File: config.mk
export PLATFORM = sky130hd
export DESIGN_NAME = pnlcfg_streamer
export DESIGN_NICKNAME = d
export VERILOG_FILES = /design/src/rtl/pnlcfg_pkg.sv /design/src/rtl/pnlcfg_script_rom.sv /design/src/rtl/pnlcfg_delay.sv /design/src/rtl/pnlcfg_fill_ctr.sv /design/src/rtl/pnlcfg_streamer.sv
export SDC_FILE = /design/constraint.sdc
export NUM_CORES = 1
export LEC_CHECK = 0
export ABC_AREA = 0
export ABC_CLOCK_PERIOD_IN_PS = 2900
export BUFFER_PORTS_ARGS = -buffer_cell sky130_fd_sc_hd__clkbuf_2
export CAP_MARGIN = 20
export CORE_MARGIN = 5
export CORE_UTILIZATION = 54
export CTS_BUF_LIST = sky130_fd_sc_hd__clkbuf_4
export DETAILED_ROUTE_END_ITERATION = 6
export GPL_TIMING_DRIVEN = 1
export PLACE_DENSITY = 0.74
export SLEW_MARGIN = 20
export SYNTH_ARGS = -nofsm -noshare
export SYNTH_HDL_FRONTEND = slang
export SYNTH_SLANG_ARGS = --single-unit
File: constraint.sdc
create_clock -name clk -period 2.9 [get_ports clk]
set_input_delay 0.29 -clock clk [delete_from_list [all_inputs] [get_ports clk]]
set_output_delay 0.29 -clock clk [all_outputs]
set_load 0.01 [all_outputs]
File: src/rtl/pnlcfg_pkg.sv
package pnlcfg_pkg;

  localparam int N_ENT   = 23;
  localparam int ENT_W   = 5;
  localparam int CNT_W   = 5;
  localparam int PIDX_W  = 6;

  localparam logic [7:0] CMD_SLEEP_OUT = 8'h11;
  localparam logic [7:0] CMD_MEM_WR    = 8'h2C;
  localparam logic [7:0] CMD_DISP_ON   = 8'h29;

  typedef struct packed {
    logic [7:0]        cmd;
    logic [CNT_W-1:0]  cnt;
    logic [PIDX_W-1:0] base;
  } script_ent_t;

  typedef enum logic [3:0] {
    ST_IDLE, ST_CMD, ST_PAR, ST_SLEEP, ST_FCMD,
    ST_FDAT, ST_ONCMD, ST_ONWAIT, ST_RAMCMD
  } st_t;

  // Shared parameter pool: window tables first, then the register tables.
  function automatic logic [7:0] param_byte(input logic [PIDX_W-1:0] i);
    logic [7:0] b;
    case (i)
      6'd3:  b = 8'hEF;  6'd6:  b = 8'h01;  6'd7:  b = 8'h8F;
      6'd8:  b = 8'h02;  6'd12: b = 8'h02;
      6'd13: b = 8'h0B;  6'd14: b = 8'h63;  6'd15: b = 8'h04;
      6'd18: b = 8'h04;  6'd19: b = 8'h11;
      6'd24: b = 8'h13;  6'd25: b = 8'h08;  6'd26: b = 8'h08;
      6'd27: b = 8'h11;  6'd28: b = 8'h01;  6'd30: b = 8'h01;
      6'd31: b = 8'h01;  6'd32: b = 8'h02;  6'd33: b = 8'h08;
      6'd34: b = 8'h23;  6'd35: b = 8'h03;  6'd36: b = 8'h0C;
      6'd38: b = 8'h06;  6'd41: b = 8'h01;  6'd43: b = 8'h0C;
      6'd44: b = 8'h23;  6'd45: b = 8'h03;  6'd46: b = 8'h08;
      6'd47: b = 8'h02;  6'd48: b = 8'h06;
      6'd51: b = 8'h07;  6'd52: b = 8'hC5;  6'd53: b = 8'hDC;
      6'd54: b = 8'h02;  6'd55: b = 8'h33;  6'd56: b = 8'h0A;
      6'd58: b = 8'h0F;  6'd59: b = 8'h02;
      6'd60: b = 8'h63;  6'd61: b = 8'h24;
      6'd62: b = 8'h77;  6'd63: b = 8'h77;
      default: b = 8'h00;
    endcase
    return b;
  endfunction

  function automatic script_ent_t script_entry(input logic [ENT_W-1:0] e);
    script_ent_t s;
    case (e)
      5'd0:  s = '{8'hB0, 5'd1,  6'd0};
      5'd1:  s = '{8'hB1, 5'd1,  6'd0};
      5'd2:  s = '{8'hB3, 5'd5,  6'd8};
      5'd3:  s = '{8'hB4, 5'd1,  6'd0};
      5'd4:  s = '{8'hC0, 5'd9,  6'd13};
      5'd5:  s = '{8'hC1, 5'd5,  6'd22};
      5'd6:  s = '{8'hC2, 5'd5,  6'd22};
      5'd7:  s = '{8'hC3, 5'd5,  6'd22};
      5'd8:  s = '{8'hC4, 5'd4,  6'd27};
      5'd9:  s = '{8'hC8, 5'd20, 6'd31};
      5'd10: s = '{8'hC9, 5'd20, 6'd31};
      5'd11: s = '{8'hCA, 5'd20, 6'd31};
      5'd12: s = '{8'hD0, 5'd6,  6'd51};
      5'd13: s = '{8'hD1, 5'd3,  6'd57};
      5'd14: s = '{8'hD2, 5'd2,  6'd60};
      5'd15: s = '{8'hD3, 5'd2,  6'd60};
      5'd16: s = '{8'hD4, 5'd2,  6'd60};
      5'd17: s = '{8'hD8, 5'd2,  6'd62};
      5'd18: s = '{8'h35, 5'd1,  6'd0};
      5'd19: s = '{8'h44, 5'd2,  6'd0};
      5'd20: s = '{8'h2A, 5'd4,  6'd0};
      5'd21: s = '{8'h2B, 5'd4,  6'd4};
      default: s = '{CMD_SLEEP_OUT, 5'd0, 6'd0};
    endcase
    return s;
  endfunction

endpackage

File: src/rtl/pnlcfg_script_rom.sv
module pnlcfg_script_rom
  import pnlcfg_pkg::*;
(
  input  logic [ENT_W-1:0]  ent_idx,
  input  logic [PIDX_W-1:0] par_idx,
  output logic [7:0]        ent_cmd,
  output logic [CNT_W-1:0]  ent_cnt,
  output logic [PIDX_W-1:0] ent_base,
  output logic              ent_last,
  output logic [7:0]        par_val
);
  script_ent_t ent;

  always_comb begin
    ent      = script_entry(ent_idx);
    ent_cmd  = ent.cmd;
    ent_cnt  = ent.cnt;
    ent_base = ent.base;
    ent_last = (ent_idx == ENT_W'(N_ENT - 1));
    par_val  = param_byte(par_idx);
  end
endmodule

File: src/rtl/pnlcfg_delay.sv
module pnlcfg_delay #(
  parameter int LONG_CYC  = 6_000_000,
  parameter int SHORT_CYC = 50_000
) (
  input  logic clk,
  input  logic rst_n,
  input  logic load,
  input  logic sel_long,
  output logic expired
);
  localparam int MAXC = (LONG_CYC > SHORT_CYC) ? LONG_CYC : SHORT_CYC;
  localparam int CW   = $clog2(MAXC + 1);

  logic [CW-1:0] cnt_q, cnt_d;
  logic          cnt_en;

  always_comb begin
    cnt_en = load || (cnt_q != '0);
    if (load) cnt_d = sel_long ? CW'(LONG_CYC) : CW'(SHORT_CYC);
    else      cnt_d = cnt_q - 1'b1;
  end

  always_ff @(posedge clk or negedge rst_n) begin
    if (!rst_n)      cnt_q <= '0;
    else if (cnt_en) cnt_q <= cnt_d;
  end

  assign expired = (cnt_q == '0) && !load;
endmodule

File: src/rtl/pnlcfg_fill_ctr.sv
module pnlcfg_fill_ctr #(
  parameter int TOTAL = 96_000
) (
  input  logic clk,
  input  logic rst_n,
  input  logic clr,
  input  logic inc,
  output logic last
);
  localparam int FW = $clog2(TOTAL + 1);

  logic [FW-1:0] cnt_q, cnt_d;
  logic          cnt_en;

  always_comb begin
    cnt_en = clr || inc;
    cnt_d  = clr ? '0 : cnt_q + 1'b1;
  end

  always_ff @(posedge clk or negedge rst_n) begin
    if (!rst_n)      cnt_q <= '0;
    else if (cnt_en) cnt_q <= cnt_d;
  end

  assign last = (cnt_q == FW'(TOTAL - 1));
endmodule

File: src/rtl/pnlcfg_streamer.sv
module pnlcfg_streamer
  import pnlcfg_pkg::*;
#(
  parameter int DATA_W    = 18,
  parameter int COLS      = 240,
  parameter int ROWS      = 400,
  parameter int SLEEP_CYC = 6_000_000,
  parameter int ON_CYC    = 50_000
) (
  input  logic              clk,
  input  logic              rst_n,
  input  logic              start,
  output logic              bus_valid,
  output logic              bus_rs,
  output logic [DATA_W-1:0] bus_data,
  input  logic              bus_ready,
  output logic              busy,
  output logic              done
);
  localparam int FILL_TOTAL = COLS * ROWS;

  // reset: asynchronous assert, synchronous release
  logic [1:0] rsync_q;
  logic       srst_n;
  always_ff @(posedge clk or negedge rst_n) begin
    if (!rst_n) rsync_q <= 2'b00;
    else        rsync_q <= {rsync_q[0], 1'b1};
  end
  assign srst_n = rsync_q[1];

  st_t               st_q, st_d;
  logic [ENT_W-1:0]  ent_q, ent_d;
  logic [PIDX_W-1:0] pidx_q, pidx_d;
  logic [CNT_W-1:0]  left_q, left_d;
  logic              done_q, done_d;
  logic              seq_en;

  logic [7:0]        ent_cmd, par_val;
  logic [CNT_W-1:0]  ent_cnt;
  logic [PIDX_W-1:0] ent_base;
  logic              ent_last;
  logic              tmr_load, tmr_long, tmr_exp;
  logic              fill_clr, fill_inc, fill_last;
  logic              acc;

  pnlcfg_script_rom u_rom (
    .ent_idx (ent_q),
    .par_idx (pidx_q),
    .ent_cmd (ent_cmd),
    .ent_cnt (ent_cnt),
    .ent_base(ent_base),
    .ent_last(ent_last),
    .par_val (par_val)
  );

  pnlcfg_delay #(.LONG_CYC(SLEEP_CYC), .SHORT_CYC(ON_CYC)) u_delay (
    .clk     (clk),
    .rst_n   (srst_n),
    .load    (tmr_load),
    .sel_long(tmr_long),
    .expired (tmr_exp)
  );

  pnlcfg_fill_ctr #(.TOTAL(FILL_TOTAL)) u_fill (
    .clk  (clk),
    .rst_n(srst_n),
    .clr  (fill_clr),
    .inc  (fill_inc),
    .last (fill_last)
  );

  // bus word selection
  always_comb begin
    bus_valid = 1'b0;
    bus_rs    = 1'b0;
    bus_data  = '0;
    case (st_q)
      ST_CMD:    begin bus_valid = 1'b1; bus_data = DATA_W'(ent_cmd); end
      ST_PAR:    begin bus_valid = 1'b1; bus_rs = 1'b1; bus_data = DATA_W'(par_val); end
      ST_FCMD,
      ST_RAMCMD: begin bus_valid = 1'b1; bus_data = DATA_W'(CMD_MEM_WR); end
      ST_FDAT:   begin bus_valid = 1'b1; bus_rs = 1'b1; end
      ST_ONCMD:  begin bus_valid = 1'b1; bus_data = DATA_W'(CMD_DISP_ON); end
      default:   ;
    endcase
  end

  assign acc = bus_valid && bus_ready;

  // next-state
  always_comb begin
    st_d     = st_q;
    ent_d    = ent_q;
    pidx_d   = pidx_q;
    left_d   = left_q;
    done_d   = 1'b0;
    tmr_load = 1'b0;
    tmr_long = 1'b0;
    fill_clr = 1'b0;
    fill_inc = 1'b0;
    case (st_q)
      ST_IDLE: if (start) begin
        st_d  = ST_CMD;
        ent_d = '0;
      end
      ST_CMD: if (acc) begin
        if (ent_cnt != '0) begin
          st_d   = ST_PAR;
          pidx_d = ent_base;
          left_d = ent_cnt - 1'b1;
        end else if (ent_last) begin
          st_d     = ST_SLEEP;
          tmr_load = 1'b1;
          tmr_long = 1'b1;
        end else begin
          ent_d = ent_q + 1'b1;
        end
      end
      ST_PAR: if (acc) begin
        if (left_q != '0) begin
          pidx_d = pidx_q + 1'b1;
          left_d = left_q - 1'b1;
        end else if (ent_last) begin
          st_d     = ST_SLEEP;
          tmr_load = 1'b1;
          tmr_long = 1'b1;
        end else begin
          st_d  = ST_CMD;
          ent_d = ent_q + 1'b1;
        end
      end
      ST_SLEEP: if (tmr_exp) st_d = ST_FCMD;
      ST_FCMD: if (acc) begin
        st_d     = ST_FDAT;
        fill_clr = 1'b1;
      end
      ST_FDAT: if (acc) begin
        fill_inc = 1'b1;
        if (fill_last) st_d = ST_ONCMD;
      end
      ST_ONCMD: if (acc) begin
        st_d     = ST_ONWAIT;
        tmr_load = 1'b1;
      end
      ST_ONWAIT: if (tmr_exp) st_d = ST_RAMCMD;
      ST_RAMCMD: if (acc) begin
        st_d   = ST_IDLE;
        done_d = 1'b1;
      end
      default: st_d = ST_IDLE;
    endcase
  end

  assign seq_en = (st_d != st_q) || acc;

  // registers
  always_ff @(posedge clk or negedge srst_n) begin
    if (!srst_n) begin
      st_q   <= ST_IDLE;
      ent_q  <= '0;
      pidx_q <= '0;
      left_q <= '0;
    end else if (seq_en) begin
      st_q   <= st_d;
      ent_q  <= ent_d;
      pidx_q <= pidx_d;
      left_q <= left_d;
    end
  end

  always_ff @(posedge clk or negedge srst_n) begin
    if (!srst_n) done_q <= 1'b0;
    else         done_q <= done_d;
  end

  assign busy = (st_q != ST_IDLE);
  assign done = done_q;

endmodule

==> summary.md, run 1 <==
| Metric | Value |
|---|---|
| Unique cell type count in the Yosys netlist | 71 |
| Pin count of the biggest net entering global routing | 36 |
| Starting DRC count in detailed routing | 334 |
| Worst-path clk slew | 0.11 ns |
| Fin crit share | 98.8% |
| Number of max-cap violations | 0 |
| Root buf cell | clkbuf_4 |
| Most Crowded Layer GR | met2 |
| H-tree Lvls | 3 |
| VDD IR max | 0.643 mV |
| Nets | 654 |
| DP Worst Slack | 0.213 ns |
| Arr. time, crit path | 2.58 ns |
| CORE AREA | 0.00872 mm^2 |
| CTS sink count | 63 |
| Pleak | 2.16 nW |
| Ports | 26 |
| Number of flops mapped to enable cells by yosys | 0 |
| Port bufs | 15 |
| Max transition margin | 50.8% |
| Met2 GRT Util | 35.2% |
| Post-DP HPWL | 9.05 mm |
| Layout cell share with drive strength beyond 1 | 14.7% |
| Via Count | 4,676 |
| CTS Buffer Depth | 2 |
| Die width | 104 um |
| Final setup violation count | 0 |
| Total grt overflow | 0 |
| Layout Utilization | 60.9% |
| RR Startpoint | ent_q[1]$_DFFE_PN0P_ |
| Area Growth Syn to Fin | 10.1% |
| FF-to-FF path depth | 8 |
| Critical Path Start | pidx_q[0]$_DFFE_PN0P_ |
| CTS Buf Count | 9 |
| Max Slew Vio Count | 0 |
| Drt via density | 6.31 |
| CP endpoint | bus_data[2] |
| Final WL | 12.5 mm |
| Setup_tns | 0 ns |
| Ant diodes | 0 |
| Initial antenna violation count | 0 |
| Routed WL per cell | 16.9 um |
| DRC | 0 |
| GPL Wtd Cong | 0.946 |
| Worst Tran Pin Value | 0.731 ns |
| Seq cells post-synth | 63 |
| FF-to-FF End | left_q[4]$_DFFE_PN0P_ |
| Post-route ant nets | 0 |
| Mapped Cells | 602 |
| WS Path Type | reg -> out |
| Max Fclk | 0.349 GHz |
| Die span in y | 104 um |
| Cell Pwr Density | 832 mW/mm^2 |
| CTS tree | done |
| First-pass DRT Iterations | 5 |
| Crit path max fanout | 6 |
| Fin. Hold Viols | 0 |
| Die area | 0.0109 mm^2 |
| CP Capture Type | output pin |
| Crit path launch type | flip-flop |
| Setup WS post-layout | 0.0334 ns |
| Post-synth ARST share | 100% |
| Clk Latency, worst-skew pair | 0.42 ns |
| Row count | 34 |
| Overall Power | 4.42 mW |
| Syn Std Cell Area | 0.00482 mm^2 |
| Final worst path period need | 2.87 ns |
| RSZ-0062 raised after global routing | true |
| CP Data Required Time | 2.61 ns |
| Top_reg_cell synth | dfrtp_1 |
| First-pass GRT wire length | 21.1 mm |
| FILL cells | 765 |
| Yosys warnings | 0 |
| Vias in the first global route | 4,297 |
| Worst Skew | 0.0164 ns |
| Sequential share of the synthesized area | 32.7% |
| Initial Util | 55.3% |
| R2R setup slack | 0.21 ns |
| Syn_area_per_cell | 8.01 um^2 |
| Routing usage on met3 | 3.17% |
| Status | complete, no violations |
| Gr usage total | 23.0% |
| Worst min path class | in -> async |
| M1 GR Usage | 33.4% |
## state kept, by name (all words and copies together) (netlist names)
| signal | count |
|---|---|
| done | 1 |
| ent_q | 5 |
| left_q | 5 |
| pidx_q | 6 |
| rsync_q | 2 |
| st_q | 4 |
| u_delay.cnt_q | 23 |
| u_fill.cnt_q | 17 |
## layout by cell type, fill, tap and decap left out, drive strengths merged, types with 8 or more instances in the layout
cell / synthesis / layout
xor2: 16 / 16
nand2: 57 / 57
nor4: 14 / 14
o221ai: 8 / 8
clkbuf: 29 / 23
nand3: 26 / 26
inv: 15 / 15
a21oi: 57 / 57
nor2: 67 / 67
conb: 2 / 11
nand2b: 12 / 12
xnor2: 16 / 16
ha: 22 / 22
o21ai: 32 / 32
dfrtp: 63 / 63
nor3: 24 / 24
buf: 17 / 37
## routing by layer
metal / wire length, um / vias to the layer above
li1: - / 2230
met5: 0 / -
met4: 166 / 0
met2: 5840 / 184
met1: 5660 / 2240
met3: 825 / 22
## power breakdown
group          switching (mW)  leakage, nW  internal [mW]  total (mW)
Sequential              0.154        0.756          0.992        1.15
Clock                   0.356       0.0759          0.264       0.619
Combinational            1.59         1.32           1.06        2.65
## cell families (layout without fill, tap and decap cells)
group                      count (synthesis)  after routing  synth area share (%)
muxes                                      7              7                  1.71
AOI/OAI and AO/OA                        163            163                  21.6
xor gates and xnor gates                  32             32                  5.81
and+or+nand+nor                          251            251                  26.7
adders and majority gates                 22             22                  5.71
other                                      2             11                 0.156
buffers and inverters                     62             84                  5.66
DFF                                       63             63                  32.7
## worst max-delay path: stages, from the launching register on
cell and delay (ns):
dfrtp_2 0.44, inv_4 0.07, ha_1 0.31, mux2i_1 0.14, o221ai_1 0.13, mux4_2 0.53
o221ai_2 0.16, o21ai_1 0.12, o21ai_1 0.13, buf_2 0.14
## synthesized netlist by cell type (4+ instances only)
cell / instances / area share, %
nor2_1: 67 / 5.2
buf_4: 10 / 1.6
nand3b_1: 4 / 0.62
nor3_1: 23 / 2.4
or3_1: 7 / 0.91
dfrtp_1: 63 / 33
o32ai_1: 4 / 0.73
and3_1: 4 / 0.52
nand2_1: 57 / 4.4
o22ai_1: 7 / 0.91
nor4_1: 12 / 1.6
o221ai_1: 7 / 1.3
o21ai_0: 29 / 3.0
nor2b_1: 6 / 0.78
inv_1: 15 / 1.2
xor2_1: 16 / 2.9
ha_1: 22 / 5.7
xnor2_1: 16 / 2.9
a31oi_1: 6 / 0.78
clkbuf_1: 29 / 2.3
buf_1: 5 / 0.39
a21oi_1: 57 / 5.9
nand3_1: 26 / 2.7
mux2i_1: 6 / 1.2
or4_1: 5 / 0.78
nand2b_1: 12 / 1.6
o31ai_1: 6 / 0.93
o211ai_1: 5 / 0.78
a211oi_1: 6 / 0.93
## cell type report
cell class | count | area (um^2) | area share [%]
flip-flops and latches | 63 | 1580 | 29.8
multi-input cells | 486 | 3030 | 57.1
repair buffers | 52 | 355 | 6.69
clock buffers | 9 | 67.6 | 1.27
inverters | 16 | 62.6 | 1.18
clock inverters | 7 | 73.8 | 1.39
well taps | 108 | 135 | 2.55
## per-stage QoR
step	hold WS (ns)	area, um^2	cells
final	0.187	5310	741
after CTS	0.164	5290	740
after detailed placement	0.0771	5100	720
after floorplan	-0.00559	4860	611
after global placement	0.0754	5100	720
after global routing	0.190	5310	741
## timing repair
item                       4_1_cts  5_1_grt
buffers inserted                 3        1
hold buffers                     1        0
pin swaps                        0        1
gates resized for setup         10        3
cloned                           0        0
hold endpoints to repair         2        0
setup endpoints to repair        1        2
## worst min path at each step
stage               startpoint                   end  slack [ns]  cells after the start
floorplan                rst_n  rsync_q[0]$_DFF_PN0_      -0.006                      0
detailed placement       rst_n  rsync_q[0]$_DFF_PN0_        0.08                      1
finish                   rst_n  rsync_q[1]$_DFF_PN0_        0.19                      2
global route             rst_n  rsync_q[1]$_DFF_PN0_        0.19                      2
CTS                      rst_n  rsync_q[1]$_DFF_PN0_        0.16                      2
global placement         rst_n  rsync_q[0]$_DFF_PN0_        0.08                      1
(Power assumes the default switching activity.)
==> inputs of run 2 (changes only) <==
--- a/config.mk
+++ b/config.mk
@@ -10,11 +10,11 @@
 export BUFFER_PORTS_ARGS = -buffer_cell sky130_fd_sc_hd__clkbuf_2
 export CAP_MARGIN = 20
 export CORE_MARGIN = 5
-export CORE_UTILIZATION = 54
+export CORE_UTILIZATION = 55
 export CTS_BUF_LIST = sky130_fd_sc_hd__clkbuf_4
 export DETAILED_ROUTE_END_ITERATION = 6
 export GPL_TIMING_DRIVEN = 1
-export PLACE_DENSITY = 0.74
+export PLACE_DENSITY = 0.75
 export SLEW_MARGIN = 20
 export SYNTH_ARGS = -nofsm -noshare
 export SYNTH_HDL_FRONTEND = slang
==> run 2 against run 1 <==
Net effect:
- worst hold slack worse by 0.018 ns
- non-clock buffer count is 3 lower
- core utilization is 0.67 points higher
- clock power is 3% higher
- clock skew is 0.0050 ns lower
- flip-flop and latch count stayed put
- highest routed layer unchanged
- maximum frequency is 3.6% higher
==> summary.md, run 2 (same netlist as run 1, synthesis figures left out) <==
| Metric | Value |
|---|---|
| Status | complete, no violations |
| CTS Buffer Depth | 2 (unchanged) |
| Worst Skew | 0.0114 ns (-0.00498 ns) |
| Cell Pwr Density | 818 mW/mm^2 (-1.8%) |
| Port bufs | 15 (unchanged) |
| Fin. Hold Viols | 0 (unchanged) |
| Final worst path period need | 2.77 ns (-0.0995 ns) |
| Total grt overflow | 0 (unchanged) |
| CORE AREA | 0.00864 mm^2 (-0.98%) |
| Area Growth Syn to Fin | 10.2% |
| Gr usage total | 22.2% (-0.75 points) |
| Layout cell share with drive strength beyond 1 | 14.3% (-0.41 points) |
| Max transition margin | 45.7% (-5.2 points) |
| CP top delay family | multiplexers |
| CTS Buf Count | 9 (unchanged) |
| Starting DRC count in detailed routing | 301 (-9.9%) |
| Final setup violation count | 0 (unchanged) |
| Setup_tns | 0 ns (unchanged) |
| Commonest non-fill, non-tap cells in the layout | nor2_1 (67), dfrtp_1 (59), nand2_1 (57), a21oi_1 (57), buf_4 (32) |
| Worst-path clk slew | 0.12 ns (about the same) |
| Ant diodes | 0 (unchanged) |
| Row count | 34 (unchanged) |
| Worst Tran Pin Value | 0.815 ns (+0.0840 ns) |
| Area of placed instances | 0.00511 mm^2 (about the same) |
| H-tree Lvls | 3 (unchanged) |
| Number of max-cap violations | 0 (unchanged) |
| Pleak | 2.14 nW (-0.64%) |
| Crit path max fanout | 6 (unchanged) |
| WS Path Type | reg -> out |
| Vias in the first global route | 4,209 (-2.0%) |
| VDD IR max | 0.568 mV (-12%) |
| CTS tree | done |
| Critical Path, Cell by Cell | inv_4, ha_4, mux2i_1, o221ai_1, mux4_2, o221ai_1, o21ai_1, o21ai_1, buf_2 |
| Via Count | 4,631 (-0.96%) |
| First-pass DRT Iterations | 5 (unchanged) |
| Max Fclk | 0.361 GHz (+3.6%) |
| Final WL | 11.9 mm (-4.7%) |
| GPL Wtd Cong | 0.952 (+0.59%) |
| RR Startpoint | u_delay.cnt_q[9]$_DFFE_PN0N_ |
| Arr. time, crit path | 2.48 ns (-0.10 ns) |
| Design area | 0.00532 mm^2 (+0.12%) |
| R2R setup slack | 0.20 ns (about the same) |
| Crit path launch type | flip-flop |
| Post-route ant nets | 0 (unchanged) |
| Multi-input gate area | 0.00304 mm^2 (+0.25%) |
| Clk Latency, worst-skew pair | 0.41 ns (about the same) |
| Drt via density | 6.28 (-0.56%) |
| First-pass GRT wire length | 20.4 mm (-3.5%) |
| Die area | 0.0107 mm^2 (-1.6%) |
| Initial Util | 55.8% (+0.54 points) |
| Nets | 651 (-0.46%) |
| Die width | 104 um (-0.82%) |
| Pin count of the biggest net entering global routing | 35 (-2.8%) |
| DRC | 0 (unchanged) |
| Sequential Area | 0.00158 mm^2 (unchanged) |
| Max stage delay on crit path | 0.50 ns (-0.03 ns) |
| CP Data Required Time | 2.61 ns (about the same) |
| FF-to-FF End | u_delay.cnt_q[15]$_DFFE_PN0N_ |
| Ports | 26 (unchanged) |
| Critical path buffers and inverters | 2 (unchanged) |
| Max Slew Vio Count | 0 (unchanged) |
| Die span in y | 104 um (-0.82%) |
| Most flop-heavy register | u_delay.cnt_q |
| Max FFs per register | 23 (unchanged) |
| Initial antenna violation count | 0 (unchanged) |
| Root buf cell | clkbuf_4 |
| Fin crit share | 95.4% (-3.4 points) |
| RSZ-0062 raised after global routing | false |
| Post-DP HPWL | 8.58 mm (-5.2%) |
| Worst min path class | in -> async |
| CP Capture Type | output pin |
| Critical-path top delay cell | mux4_2 |
| CTS sink count | 63 (unchanged) |
| Most common cell after layout, fill and taps aside | nor2_1 |
| FILL cells | 763 (-0.26%) |
| Top Registers | u_delay.cnt_q (23), u_fill.cnt_q (17), pidx_q (6) |
| Overall Power | 4.35 mW (-1.7%) |
| Routed WL per cell | 16.1 um (-4.4%) |
| FF-to-FF path depth | 6 (-2) |
-- run 2: what timing repair did --
item                       in CTS  in global routing
hold buffers                    1                  0
setup buffers                   2                  0
hold endpoints to repair        2                  0
pin swaps                       0                  2
setup endpoints to repair       1                  1
gates resized for setup         8                  5
-- run 2: routing by layer --
layer	vias to the layer above	track usage [%]	wire length, um
met4	0	6.37	224
met3	24	3.86	615
met5	-	0	0
met1	2235	31.1	5420
li1	2219	-	-
met2	153	35.2	5640
-- run 2: final cells by class --
type	instances	share of cell area, %
clock buffer	9	1.27
timing repair buffer	49	6.50
multi-input combinational	486	57.2
tap	108	2.54
clock inverter	7	1.55
inverter	16	1.18
sequential	63	29.8
-- run 2: per-stage QoR --
step | worst slack, ns | hold slack (ns) | util [%] | cells
6_report | 0.133 | 0.169 | 61.5 | 738
5_1_grt | 0.0190 | 0.162 | 61.5 | 738
4_1_cts | 0.0131 | 0.145 | 61.4 | 738
3_5_place_dp | 0.197 | 0.0805 | 59.1 | 719
3_3_place_gp | 0.227 | 0.0753 | 59.1 | 719
2_1_floorplan | 0.254 | -0.00559 | - | 611
-- run 2: worst max-delay path by stage --
stage,cells after the start,slack (ns),start,endpoint
final,9,0.13,pidx_q[0]$_DFFE_PN0P_,bus_data[2]
after global routing,9,0.02,pidx_q[0]$_DFFE_PN0P_,bus_data[2]
after detailed placement,8,0.20,pidx_q[1]$_DFFE_PN0P_,bus_data[2]
after global placement,8,0.23,pidx_q[1]$_DFFE_PN0P_,bus_data[2]
after CTS,9,0.01,pidx_q[0]$_DFFE_PN0P_,bus_data[2]
after floorplan,9,0.25,ent_q[1]$_DFFE_PN0P_,u_delay.cnt_q[10]$_DFFE_PN0N_
-- run 2: where the power goes --
part / switching (mW) / internal [mW] / total [mW]
clock network: 0.364 / 0.272 / 0.636
logic: 1.57 / 1.02 / 2.59
registers: 0.122 / 0.993 / 1.12
